--- src/rtl/cts_pkg.sv ---
package cts_pkg;
  typedef enum logic {EDGE_RISE = 1'b0, EDGE_FALL = 1'b1} edge_e;
  typedef enum logic {RUN_FREE = 1'b0, RUN_TRIG = 1'b1} run_e;
endpackage

--- src/rtl/cts_rst_sync.sv ---
module cts_rst_sync (
  input  logic clk,
  input  logic rst_n,
  output logic rst_q_n
);
  logic [1:0] sync_q;

  always_ff @(posedge clk or negedge rst_n) begin
    if (!rst_n) sync_q <= 2'b00;
    else        sync_q <= {sync_q[0], 1'b1};
  end

  assign rst_q_n = sync_q[1];
endmodule

--- src/rtl/cts_clk_div.sv ---
module cts_clk_div #(
  parameter int DIV_W = 8
) (
  input  logic             clk,
  input  logic             rst_n,
  input  logic [DIV_W-1:0] half,
  output logic             cam_clk,
  output logic             tick_rise,
  output logic             tick_fall
);
  logic [DIV_W-1:0] cnt_q, cnt_d;
  logic             clk_q, clk_d, wrap;

  // Next-state logic: toggle once the half period is used up.
  always_comb begin
    wrap      = (cnt_q >= half);
    cnt_d     = wrap ? '0 : cnt_q + DIV_W'(1);
    clk_d     = wrap ? ~clk_q : clk_q;
    tick_rise = wrap & ~clk_q;
    tick_fall = wrap &  clk_q;
  end

  always_ff @(posedge clk or negedge rst_n) begin
    if (!rst_n) begin
      cnt_q <= '0;
      clk_q <= 1'b0;
    end else begin
      cnt_q <= cnt_d;
      clk_q <= clk_d;
    end
  end

  assign cam_clk = clk_q;
endmodule

--- src/rtl/cts_trig_gate.sv ---
module cts_trig_gate #(
  parameter int MISS_W = 8
) (
  input  logic              clk,
  input  logic              rst_n,
  input  logic              trig_in,
  input  logic              trig_mode,
  input  logic              running,
  input  logic              accept,
  output logic              pend,
  output logic [MISS_W-1:0] miss_cnt
);
  import cts_pkg::*;

  logic              pend_q, pend_d, take, drop, miss_en;
  logic [MISS_W-1:0] miss_q, miss_d;

  always_comb begin
    take    = trig_in && (run_e'(trig_mode) == RUN_TRIG) && !running && !pend_q;
    drop    = trig_in && (run_e'(trig_mode) == RUN_TRIG) && (running || pend_q);
    pend_d  = accept ? 1'b0 : (take ? 1'b1 : pend_q);
    miss_en = drop && (miss_q != {MISS_W{1'b1}});
    miss_d  = miss_q + MISS_W'(1);
  end

  always_ff @(posedge clk or negedge rst_n) begin
    if (!rst_n) begin
      pend_q <= 1'b0;
      miss_q <= '0;
    end else begin
      pend_q <= pend_d;
      if (miss_en) miss_q <= miss_d;
    end
  end

  assign pend     = pend_q;
  assign miss_cnt = miss_q;
endmodule

--- src/rtl/cts_period_seq.sv ---
module cts_period_seq #(
  parameter int CNT_W = 32,
  parameter int DIV_W = 8
) (
  input  logic             clk,
  input  logic             rst_n,
  input  logic             tick_rise,
  input  logic             tick_fall,
  input  logic             pend,
  input  logic [DIV_W-1:0] cfg_half,
  input  logic [CNT_W-1:0] cfg_period,
  input  logic [CNT_W-1:0] cfg_sync_dly,
  input  logic [CNT_W-1:0] cfg_sync_wid,
  input  logic [CNT_W-1:0] cfg_exp_start,
  input  logic [CNT_W-1:0] cfg_exp_stop,
  input  logic             cfg_sync_pol,
  input  logic             cfg_exp_pol,
  input  logic             cfg_edge_fall,
  input  logic             cfg_trig_mode,
  output logic [DIV_W-1:0] half_sh,
  output logic             running,
  output logic             accept,
  output logic             sync_act,
  output logic             exp_act,
  output logic             sync_out,
  output logic             exp_out
);
  import cts_pkg::*;

  typedef struct packed {
    logic [CNT_W-1:0] period;
    logic [CNT_W-1:0] dly;
    logic [CNT_W-1:0] wid;
    logic [CNT_W-1:0] start;
    logic [CNT_W-1:0] stop;
    logic [DIV_W-1:0] half;
    logic             spol;
    logic             epol;
    edge_e            edge_sel;
  } shadow_t;

  shadow_t          sh_q, sh_d, cfg_now;
  logic [CNT_W-1:0] pos_q, pos_d, pos_nx;
  logic             run_q, run_d, atk, free, at_end, start_go, wrap, halt;
  logic             load, pos_en, win_s, win_e;
  logic             sact_q, eact_q, sout_q, eout_q;

  always_comb begin
    cfg_now = '{period: cfg_period, dly: cfg_sync_dly, wid: cfg_sync_wid,
                start: cfg_exp_start, stop: cfg_exp_stop, half: cfg_half,
                spol: cfg_sync_pol, epol: cfg_exp_pol,
                edge_sel: edge_e'(cfg_edge_fall)};

    atk      = (sh_q.edge_sel == EDGE_FALL) ? tick_fall : tick_rise;
    free     = (run_e'(cfg_trig_mode) == RUN_FREE);
    at_end   = (pos_q == sh_q.period);
    start_go = !run_q && atk && (free || pend);
    wrap     = run_q && atk && at_end && free;
    halt     = run_q && atk && at_end && !free;
    run_d    = start_go || (run_q && !halt);

    // The configuration is captured only when a period begins.
    load     = !run_q || wrap;
    sh_d     = load ? cfg_now : sh_q;

    pos_en   = start_go || (run_q && atk && !halt);
    pos_d    = (start_go || wrap) ? '0 : pos_q + CNT_W'(1);
    pos_nx   = pos_en ? pos_d : pos_q;

    // Windows are evaluated on the post-edge position so that the
    // registered outputs switch together with the camera clock.
    win_s = run_d && (pos_nx >= sh_d.dly) &&
            ({1'b0, pos_nx} < ({1'b0, sh_d.dly} + {1'b0, sh_d.wid}));
    win_e = run_d && (pos_nx >= sh_d.start) && (pos_nx < sh_d.stop);
  end

  always_ff @(posedge clk or negedge rst_n) begin
    if (!rst_n) begin
      sh_q   <= '0;
      run_q  <= 1'b0;
      pos_q  <= '0;
      sact_q <= 1'b0;
      eact_q <= 1'b0;
      sout_q <= 1'b0;
      eout_q <= 1'b0;
    end else begin
      sh_q   <= sh_d;
      run_q  <= run_d;
      if (pos_en) pos_q <= pos_d;
      sact_q <= win_s;
      eact_q <= win_e;
      sout_q <= sh_d.spol ? win_s : ~win_s;
      eout_q <= sh_d.epol ? win_e : ~win_e;
    end
  end

  assign half_sh  = sh_q.half;
  assign running  = run_q;
  assign accept   = start_go;
  assign sync_act = sact_q;
  assign exp_act  = eact_q;
  assign sync_out = sout_q;
  assign exp_out  = eout_q;
endmodule

--- src/rtl/cam_sync_gen.sv ---
module cam_sync_gen #(
  parameter int CNT_W  = 32,
  parameter int DIV_W  = 8,
  parameter int MISS_W = 8
) (
  input  logic              clk,
  input  logic              rst_n,
  input  logic [DIV_W-1:0]  cfg_half,
  input  logic [CNT_W-1:0]  cfg_period,
  input  logic [CNT_W-1:0]  cfg_sync_dly,
  input  logic [CNT_W-1:0]  cfg_sync_wid,
  input  logic [CNT_W-1:0]  cfg_exp_start,
  input  logic [CNT_W-1:0]  cfg_exp_stop,
  input  logic              cfg_sync_pol,
  input  logic              cfg_exp_pol,
  input  logic              cfg_edge_fall,
  input  logic              cfg_trig_mode,
  input  logic              trig_in,
  output logic              cam_clk,
  output logic              sync_out,
  output logic              exp_out,
  output logic [MISS_W-1:0] trig_miss_cnt
);
  logic             rst_q_n;
  logic [DIV_W-1:0] half_sh;
  logic             tick_rise, tick_fall, pend, accept, run_act;
  logic             sync_act, exp_act;

  cts_rst_sync u_rst (
    .clk     (clk),
    .rst_n   (rst_n),
    .rst_q_n (rst_q_n)
  );

  cts_clk_div #(.DIV_W(DIV_W)) u_div (
    .clk       (clk),
    .rst_n     (rst_q_n),
    .half      (half_sh),
    .cam_clk   (cam_clk),
    .tick_rise (tick_rise),
    .tick_fall (tick_fall)
  );

  cts_trig_gate #(.MISS_W(MISS_W)) u_gate (
    .clk       (clk),
    .rst_n     (rst_q_n),
    .trig_in   (trig_in),
    .trig_mode (cfg_trig_mode),
    .running   (run_act),
    .accept    (accept),
    .pend      (pend),
    .miss_cnt  (trig_miss_cnt)
  );

  cts_period_seq #(.CNT_W(CNT_W), .DIV_W(DIV_W)) u_seq (
    .clk           (clk),
    .rst_n         (rst_q_n),
    .tick_rise     (tick_rise),
    .tick_fall     (tick_fall),
    .pend          (pend),
    .cfg_half      (cfg_half),
    .cfg_period    (cfg_period),
    .cfg_sync_dly  (cfg_sync_dly),
    .cfg_sync_wid  (cfg_sync_wid),
    .cfg_exp_start (cfg_exp_start),
    .cfg_exp_stop  (cfg_exp_stop),
    .cfg_sync_pol  (cfg_sync_pol),
    .cfg_exp_pol   (cfg_exp_pol),
    .cfg_edge_fall (cfg_edge_fall),
    .cfg_trig_mode (cfg_trig_mode),
    .half_sh       (half_sh),
    .running       (run_act),
    .accept        (accept),
    .sync_act      (sync_act),
    .exp_act       (exp_act),
    .sync_out      (sync_out),
    .exp_out       (exp_out)
  );
endmodule

--- config.mk ---
export PLATFORM = sky130hd
export DESIGN_NAME = cam_sync_gen
export DESIGN_NICKNAME = d
export VERILOG_FILES = /design/src/rtl/cts_pkg.sv /design/src/rtl/cts_rst_sync.sv /design/src/rtl/cts_clk_div.sv /design/src/rtl/cts_trig_gate.sv /design/src/rtl/cts_period_seq.sv /design/src/rtl/cam_sync_gen.sv
export SDC_FILE = /design/constraint.sdc
export NUM_CORES = 1
export LEC_CHECK = 0
export ABC_AREA = 0
export BUFFER_PORTS_ARGS = -buffer_cell sky130_fd_sc_hd__clkbuf_2
export CORE_MARGIN = 2
export CORE_UTILIZATION = 45
export CTS_CLUSTER_SIZE = 30
export DETAILED_ROUTE_END_ITERATION = 7
export MAX_ROUTING_LAYER = met4
export REMOVE_ABC_BUFFERS = 1
export SETUP_SLACK_MARGIN = 0.3
export SYNTH_ARGS = -nofsm -noshare
export SYNTH_HDL_FRONTEND = slang
export SYNTH_SLANG_ARGS = --single-unit
--- constraint.sdc ---
create_clock -name clk -period 8.5 [get_ports clk]
set_clock_uncertainty 0.05 [all_clocks]
set_input_delay 0.425 -clock clk [delete_from_list [all_inputs] [get_ports clk]]
set_output_delay 0.425 -clock clk [all_outputs]
set_load 0.03 [all_outputs]
==> results of run 1 <==
## cells in the mapped netlist (all sizes together), types with 5 or more instances
library cell and count:
nor2 62, mux2 88, dfrtp 226, inv 122, nor2b 13, nor3 10, xnor2 28, o21bai 6
or3 5, o211ai 6, o21a 5, nor4 12, and3 18, nand3 29, mux2i 76, nand2 60
a21oi 63, xor2 74, nand2b 12, o21ai 52, and2 5, nand4 33, a21o 51, buf 16
a211oi 6, ha 169, a31oi 7, clkbuf 11
## critical path, delay by kind of cell, from the launching register on
kind | cells | cell delay [ns]
adders and majority gates | 3 | 0.93
buffers and inverters | 2 | 0.93
xor gates and xnor gates | 2 | 0.30
muxes | 1 | 0.43
AOI/OAI and AO/OA | 16 | 3.61
DFF | 1 | 0.42
and+or+nand+nor | 2 | 0.26
## final cells by class
| class | count | area [sq um] | share of cell area |
|---|---|---|---|
| sequential | 226 | 5659 | 0.3472 |
| timing repair buffer | 202 | 1056 | 0.06479 |
| multi-input combinational | 933 | 7600 | 0.4663 |
| tap | 396 | 495.5 | 0.03040 |
| clock inverter | 18 | 334.1 | 0.02050 |
| inverter | 122 | 457.9 | 0.02810 |
| clock buffer | 30 | 695.7 | 0.04268 |
## timing repair
item	CTS	global route
endpoints found under the hold margin	2	0
resized for setup	0	0
hold buffers	1	0
## placed cells by master, fill, tap and decap left out, types with 3 or more instances in the layout
cell                         count
sky130_fd_sc_hd__nand4_1        33
sky130_fd_sc_hd__a21o_1         51
sky130_fd_sc_hd__buf_4          16
sky130_fd_sc_hd__nor2_1         62
sky130_fd_sc_hd__clkbuf_16      26
sky130_fd_sc_hd__xnor2_1        28
sky130_fd_sc_hd__clkinvlp_4      3
sky130_fd_sc_hd__nor3_1         10
sky130_fd_sc_hd__nand3_1        29
sky130_fd_sc_hd__o211ai_1        6
sky130_fd_sc_hd__o21ai_0        51
sky130_fd_sc_hd__nor2b_1        13
sky130_fd_sc_hd__a211oi_1        6
sky130_fd_sc_hd__nor4_1         12
sky130_fd_sc_hd__a31oi_1         7
sky130_fd_sc_hd__nand2b_1       12
sky130_fd_sc_hd__clkbuf_8        3
sky130_fd_sc_hd__xor2_1         74
sky130_fd_sc_hd__and3_1         18
sky130_fd_sc_hd__a211o_1         4
sky130_fd_sc_hd__o2111ai_1       4
sky130_fd_sc_hd__o21a_1          5
sky130_fd_sc_hd__dfrtp_1       225
sky130_fd_sc_hd__bufinv_16       9
sky130_fd_sc_hd__mux2i_1        76
sky130_fd_sc_hd__inv_1         122
sky130_fd_sc_hd__clkbuf_2      185
sky130_fd_sc_hd__o31ai_1         4
sky130_fd_sc_hd__nand2_1        60
sky130_fd_sc_hd__ha_1          169
sky130_fd_sc_hd__or3_1           5
sky130_fd_sc_hd__a21oi_1        63
sky130_fd_sc_hd__and2_1          5
sky130_fd_sc_hd__mux2_2         88
sky130_fd_sc_hd__clkinv_2        5
sky130_fd_sc_hd__o21bai_1        6
## cells by family (layout without fill, tap and decap cells)
logic type | Yosys count | after routing | share of synthesized area
buffers and inverters | 149 | 372 | 0.04187
XOR/XNOR | 102 | 102 | 0.06457
multiplexers | 164 | 164 | 0.1266
AND/OR/NAND/NOR | 266 | 266 | 0.09551
AO/OA/AOI/OAI | 230 | 230 | 0.1081
other | 1 | 1 | 0.0002711
adder cells (fa/ha/maj) | 170 | 170 | 0.1543
flip-flops | 226 | 226 | 0.4088
## per-layer routing
layer | wire [microns] | up-vias | global-route usage
met4 | 635 | 0 | 0.04234
met1 | 16860 | 4891 | 0.3167
met2 | 15260 | 202 | 0.3423
met3 | 1510 | 42 | 0.02637
met5 | 0 | - | -
li1 | - | 5049 | -
## stage by stage
stage          total power, mW  setup WS [ns]  TNS, ns  cell area [sq um]  hold slack [ns]
2_1_floorplan            2.921         -3.653   -22.33              13710          0.07941
3_3_place_gp             3.247          1.676        0              15260           0.1620
3_5_place_dp             3.282          1.422        0              15260           0.1634
4_1_cts                  4.635          1.386        0              16300          0.01824
5_1_grt                  4.922         0.8459        0              16300          0.03555
6_report                 4.585          1.395        0              16300          0.04223
## state kept, by name, summed over array words and instances (netlist names), 2 cells and up
signal / flops
u_seq.half_sh: 8
u_rst.sync_q: 2
u_seq.pos_q: 32
u_seq.sh_q: 163
u_gate.miss_cnt: 8
u_div.cnt_q: 8
## worst max path at each step
stage	endpoint	start	slack [ns]	depth (start not counted)
after global placement	u_seq.sync_out	u_seq.pos_q[9]	1.68	27
after CTS	u_seq.sync_out	u_div.cnt_q[5]	1.39	26
after detailed placement	u_seq.sync_out	u_div.cnt_q[5]	1.42	26
final	u_seq.sync_out	u_div.cnt_q[5]	1.39	26
after floorplan	u_seq.sync_out	u_div.cnt_q[5]	-3.65	25
after global routing	u_seq.sync_out	u_div.cnt_q[5]	0.85	25
## where the power goes
group	switching (mW)	leakage, nW	internal (mW)
Clock	0.466	0.497	0.860
Combinational	1.01	5.72	0.793
Sequential	0.131	2.73	1.33
Total	1.61	8.94	2.98
==> PnR_summary.wiki, run 1 <==
{| class="wikitable"
! Metric !! Value
|-
| Floorplan core area || 30430 sq um
|-
| Count of buffers inserted at the top-level ports || 185
|-
| Final hold violation count || 0
|-
| RSZ-0062 raised after global routing || no
|-
| Clock period minus worst slack || 7.105 ns
|-
| Share of cells above drive strength 1 || 0.2234
|-
| Top-area cell type share of the netlist area || 0.4088
|-
| CTS tree || built
|-
| Worst relative slew slack || 0.3795
|-
| Post-CTS setup repair buffer count || 0
|-
| Growth of design area from synthesis to finish || 17.81%
|-
| First-pass GRT wire length || 54160 microns
|-
| Fmax achieved || 140.7 MHz
|-
| Number of global-route vias before repair || 10.30k
|-
| Nets@finish || 1856
|-
| Measured slew at the worst slew-check pin || 0.9308 ns
|-
| Instance count along the most critical hold path || 3
|-
| Final GP Congestion || 0.8604
|-
| Start of the worst register-to-register path || u_div.cnt_q[5]
|-
| CP max stage cell || sky130_fd_sc_hd__buf_4
|-
| Via density per instance || 5.285
|-
| Slowest Stage Delay on Critical Path || 0.53 ns
|-
| Peak ir drop on the vdd network || 0.0001744 V
|-
| Die area || 32160 sq um
|-
| Worst hold endpoint || u_seq.half_sh[7]
|-
| Antenna diode count || 0
|-
| Initial Util || 0.4546
|-
| Outcome || finished, final reports clean
|-
| Die Span X || 179.3 microns
|-
| Mapped cell area || 13830 sq um
|-
| Number of fill cells in the layout || 2774
|-
| Violation count after the first detailed-routing iteration || 478
|-
| Height of the die || 179.3 microns
|-
| Syn_area_per_cell || 10.58 sq um
|-
| Cell Rows || 64
|-
| Synth Warn # || 0
|-
| Power density of the placed cells || 281.3 nW/um^2
|-
| Worst R2R End || u_seq.sync_out
|-
| Number of distinct standard cells referenced by the synthesized netlist || 57
|-
| Register bit total from synthesis || 226
|-
| Synth area leaders || sky130_fd_sc_hd__dfrtp_1 (41%), sky130_fd_sc_hd__ha_1 (15%), sky130_fd_sc_hd__mux2_2 (7.2%)
|-
| Setup violation total in the final timing report || 0
|-
| Fraction of the yosys area taken by sequential cells || 0.4088
|-
| Leftover overflow at the end of global routing || 0
|-
| Post-CTS clock slew at the launch and capture registers of the worst setup and hold paths || 0.06 ns
|-
| Layout Cells excl Fill || 1927
|-
| Hold WC Path Type || in -> reg
|-
| Final wirelength || 34270 microns
|-
| Library cell used as clock root buffer || sky130_fd_sc_hd__clkbuf_16
|-
| Placed cell count || 1878
|-
| Post-detailed-route DRC marker count || 0
|-
| I/O pins || 186
|-
| Post-Route Utilization || 0.5356
|-
| Launch point of the worst hold path || cfg_half[7]
|-
| Initial antenna violation count || 0
|-
| Total GRT Usage || 0.2216
|-
| CP Data Required Time || 8.87 ns
|-
| Wire length per cell after detailed routing || 17.78 microns
|-
| Arrival time reported for the critical path endpoint || 7.47 ns
|-
| Ys async rst share || 1.000
|-
| Detailed Place HPWL || 26570 microns
|-
| Logic depth of the worst register-to-register path || 26
|-
| ANT nets after route || 0
|-
| Max FO, Critical Path || 37
|-
| Pins over their slew limit || 0
|-
| Crit start category || flip-flop
|-
| TritonCTS Sinks || 226
|-
| Buffers from clock root to sink, at most || 3
|-
| Kind of end point of the critical path || flip-flop
|-
| LEAKAGE || 8.940 nW
|-
| Clock latency on the worst-skew pair || 0.54 ns
|-
| Max-capacitance violation count || 0
|-
| Vias || 10.18k
|-
| Share of the clock period used by the worst path after layout || 0.8359
|-
| Number of enable-type register cells in the synthesized netlist || 0
|-
| Largest area contributor in the synthesized netlist || sky130_fd_sc_hd__dfrtp_1
|-
| CTS H-tree depth || 1
|-
| Crit Path Category || reg -> reg
|-
| Cell type with the highest occurrence count on the critical path || sky130_fd_sc_hd__a21oi_1
|-
| Syn Inst Count || 1308
|-
| Pin count of the biggest net entering global routing || 72
|-
| Reg-to-reg setup timing slack || 1.39 ns
|-
| Dominant synthesized flop cell || sky130_fd_sc_hd__dfrtp_1
|-
| Cts bufs inserted || 26
|-
| Drt first pass iters || 5
|}
No activity file was read; power rests on OpenSTA's default activity.
==> inputs of run 2 (changes only) <==
--- a/config.mk
+++ b/config.mk
@@ -12,6 +12,7 @@
 export CTS_CLUSTER_SIZE = 30
 export DETAILED_ROUTE_END_ITERATION = 7
 export MAX_ROUTING_LAYER = met4
+export PLACE_DENSITY = 0.67
 export REMOVE_ABC_BUFFERS = 1
 export SETUP_SLACK_MARGIN = 0.3
 export SYNTH_ARGS = -nofsm -noshare
==> constraint.sdc (replaced) <==
create_clock -name clk -period 6.3 [get_ports clk]
set_clock_uncertainty 0.05 [all_clocks]
set_input_delay 0.315 -clock clk [delete_from_list [all_inputs] [get_ports clk]]
set_output_delay 0.315 -clock clk [all_outputs]
set_load 0.03 [all_outputs]
==> PnR_summary.wiki, run 2 (same netlist as run 1, synthesis figures left out) <==
{| class="wikitable"
! Metric !! Value
|-
| Nets@finish || 2013
|-
| Setup violation total in the final timing report || 0
|-
| LEAKAGE || 9.662 nW
|-
| Most common cell after layout, fill and taps aside || sky130_fd_sc_hd__dfrtp_1
|-
| Final GP Congestion || 0.8953
|-
| Share of the clock period used by the worst path after layout || 0.9422
|-
| Critical path buffer and inverter count || 3
|-
| Pre-CTS setup slack || -0.1186 ns
|-
| Commonest non-fill, non-tap cells in the layout || sky130_fd_sc_hd__dfrtp_1 (224), sky130_fd_sc_hd__clkbuf_2 (185), sky130_fd_sc_hd__ha_1 (160)
|-
| Detailed Place HPWL || 26790 microns
|-
| Share of cells above drive strength 1 || 0.2482
|-
| Kind of end point of the critical path || flip-flop
|-
| Fmax achieved || 168.5 MHz
|-
| Violation count after the first detailed-routing iteration || 570
|-
| CTS tree || built
|-
| Max FO, Critical Path || 7
|-
| Max-capacitance violation count || 0
|-
| Count of buffers inserted at the top-level ports || 185
|-
| Wire length per cell after detailed routing || 17.68 microns
|-
| Cts bufs inserted || 26
|-
| Initial Util || 0.4546
|-
| Peak ir drop on the vdd network || 0.0002424 V
|-
| Post-detailed-route DRC marker count || 0
|-
| Final wirelength || 36850 microns
|-
| TritonCTS Sinks || 226
|-
| Slowest Stage Delay on Critical Path || 0.43 ns
|-
| Number of fill cells in the layout || 2537
|-
| RSZ-0062 raised after global routing || yes
|-
| Drt first pass iters || 5
|-
| Post-CTS clock slew at the launch and capture registers of the worst setup and hold paths || 0.06 ns
|-
| Worst relative slew slack || 0.2896
|-
| Library cell used as clock root buffer || sky130_fd_sc_hd__clkbuf_16
|-
| Number of global-route vias before repair || 10.84k
|-
| Cell type with the highest occurrence count on the critical path || sky130_fd_sc_hd__a21o_1
|-
| Family with the most delay on the worst path || compound AO/OA/AOI/OAI gates
|-
| Clock latency on the worst-skew pair || 0.55 ns
|-
| Outcome || finished, final reports clean
|-
| Crit start category || flip-flop
|-
| Buffers from clock root to sink, at most || 3
|-
| Total power || 6.423 mW
|-
| Final hold violation count || 0
|-
| Arrival time reported for the critical path endpoint || 6.36 ns
|-
| Largest registers in the final layout || u_seq.sh_q x163, u_seq.pos_q x32
|-
| Vias || 10.93k
|-
| Leftover overflow at the end of global routing || 0
|-
| Power density of the placed cells || 355.8 nW/um^2
|-
| ANT nets after route || 0
|-
| First-pass GRT wire length || 56300 microns
|-
| Total GRT Usage || 0.2304
|-
| Register ranked first by flip-flop count || u_seq.sh_q
|-
| CTS H-tree depth || 1
|-
| Cell Rows || 64
|-
| Height of the die || 179.3 microns
|-
| Measured slew at the worst slew-check pin || 1.066 ns
|-
| Hold WC Path Type || in -> reg
|-
| Pins over their slew limit || 0
|-
| Die area || 32160 sq um
|-
| Final sum of negative setup slack || 0 ns
|-
| Clock period minus worst slack || 5.936 ns
|-
| PnR worst setup slack || 0.3644 ns
|-
| Flip-flop count of the largest register, all copies and words added || 163
|-
| Via density per instance || 5.246
|-
| Crit Path Category || reg -> reg
|-
| Antenna diode count || 0
|-
| CP Data Required Time || 6.73 ns
|-
| Die Span X || 179.3 microns
|-
| CP max stage cell || sky130_fd_sc_hd__a2111o_1
|-
| I/O pins || 186
|-
| Initial antenna violation count || 0
|-
| Growth of design area from synthesis to finish || 30.49%
|-
| Hold slack final || 0.02148 ns
|-
| Floorplan core area || 30430 sq um
|-
| Pin count of the biggest net entering global routing || 83
|}
## run 2: layer usage
layer | part of all wire | wire length, microns | GRT usage | vias to the layer above
met5 | 0 | 0 | - | -
met4 | 0.030 | 1118 | 0.06687 | 0
met3 | 0.037 | 1375 | 0.02405 | 73
met2 | 0.47 | 17190 | 0.3662 | 253
met1 | 0.47 | 17160 | 0.3135 | 5259
li1 | - | - | - | 5348
## run 2: final timing paths
path                                   from              end  slack (ns)  depth (start not counted)
max in group asynchronous   u_rst.sync_q[1]   u_div.cnt_q[5]        4.12                          1
max                        u_seq.half_sh[0]   u_seq.sync_out        0.36                         29
min in group asynchronous             rst_n  u_rst.sync_q[1]        0.05                          2
max reg2reg                u_seq.half_sh[0]   u_seq.sync_out        0.36                         29
min                        cfg_sync_dly[23]  u_seq.sh_q[130]        0.02                          2
min reg2reg                 u_rst.sync_q[0]  u_rst.sync_q[1]        0.30                          0
## run 2: what timing repair did
item / CTS / global route
gates resized for setup: 12 / 44
endpoints found under the hold margin: 116 / 1
hold buffers: 115 / 1
buffers inserted: 5 / 7
cloned: 1 / 2
setup endpoints to repair: 1 / 2
pin swaps: 6 / 24
## run 2: through the flow
step | util | cell area (sq um) | std cells
6_report | 0.5933 | 18050 | 2084
5_1_grt | 0.5933 | 18050 | 2084
4_1_cts | 0.5814 | 17690 | 2074
3_5_place_dp | 0.5089 | 15490 | 1905
3_3_place_gp | 0.5089 | 15490 | 1905
2_1_floorplan | - | 13710 | 1281
## run 2: final cells by class
class | instances | area (sq um) | share of cell area
inverters | 122 | 457.9 | 0.02537
well taps | 396 | 495.5 | 0.02745
multi-input cells | 933 | 7879 | 0.4364
clock buffers | 32 | 713.2 | 0.03951
clock inverters | 16 | 207.7 | 0.01151
repair buffers | 359 | 2639 | 0.1462
flip-flops and latches | 226 | 5660 | 0.3136
## run 2: power breakdown
part           internal, mW  switching, mW
clock                 0.972          0.645
combinational          1.32           1.50
sequential             1.79          0.191
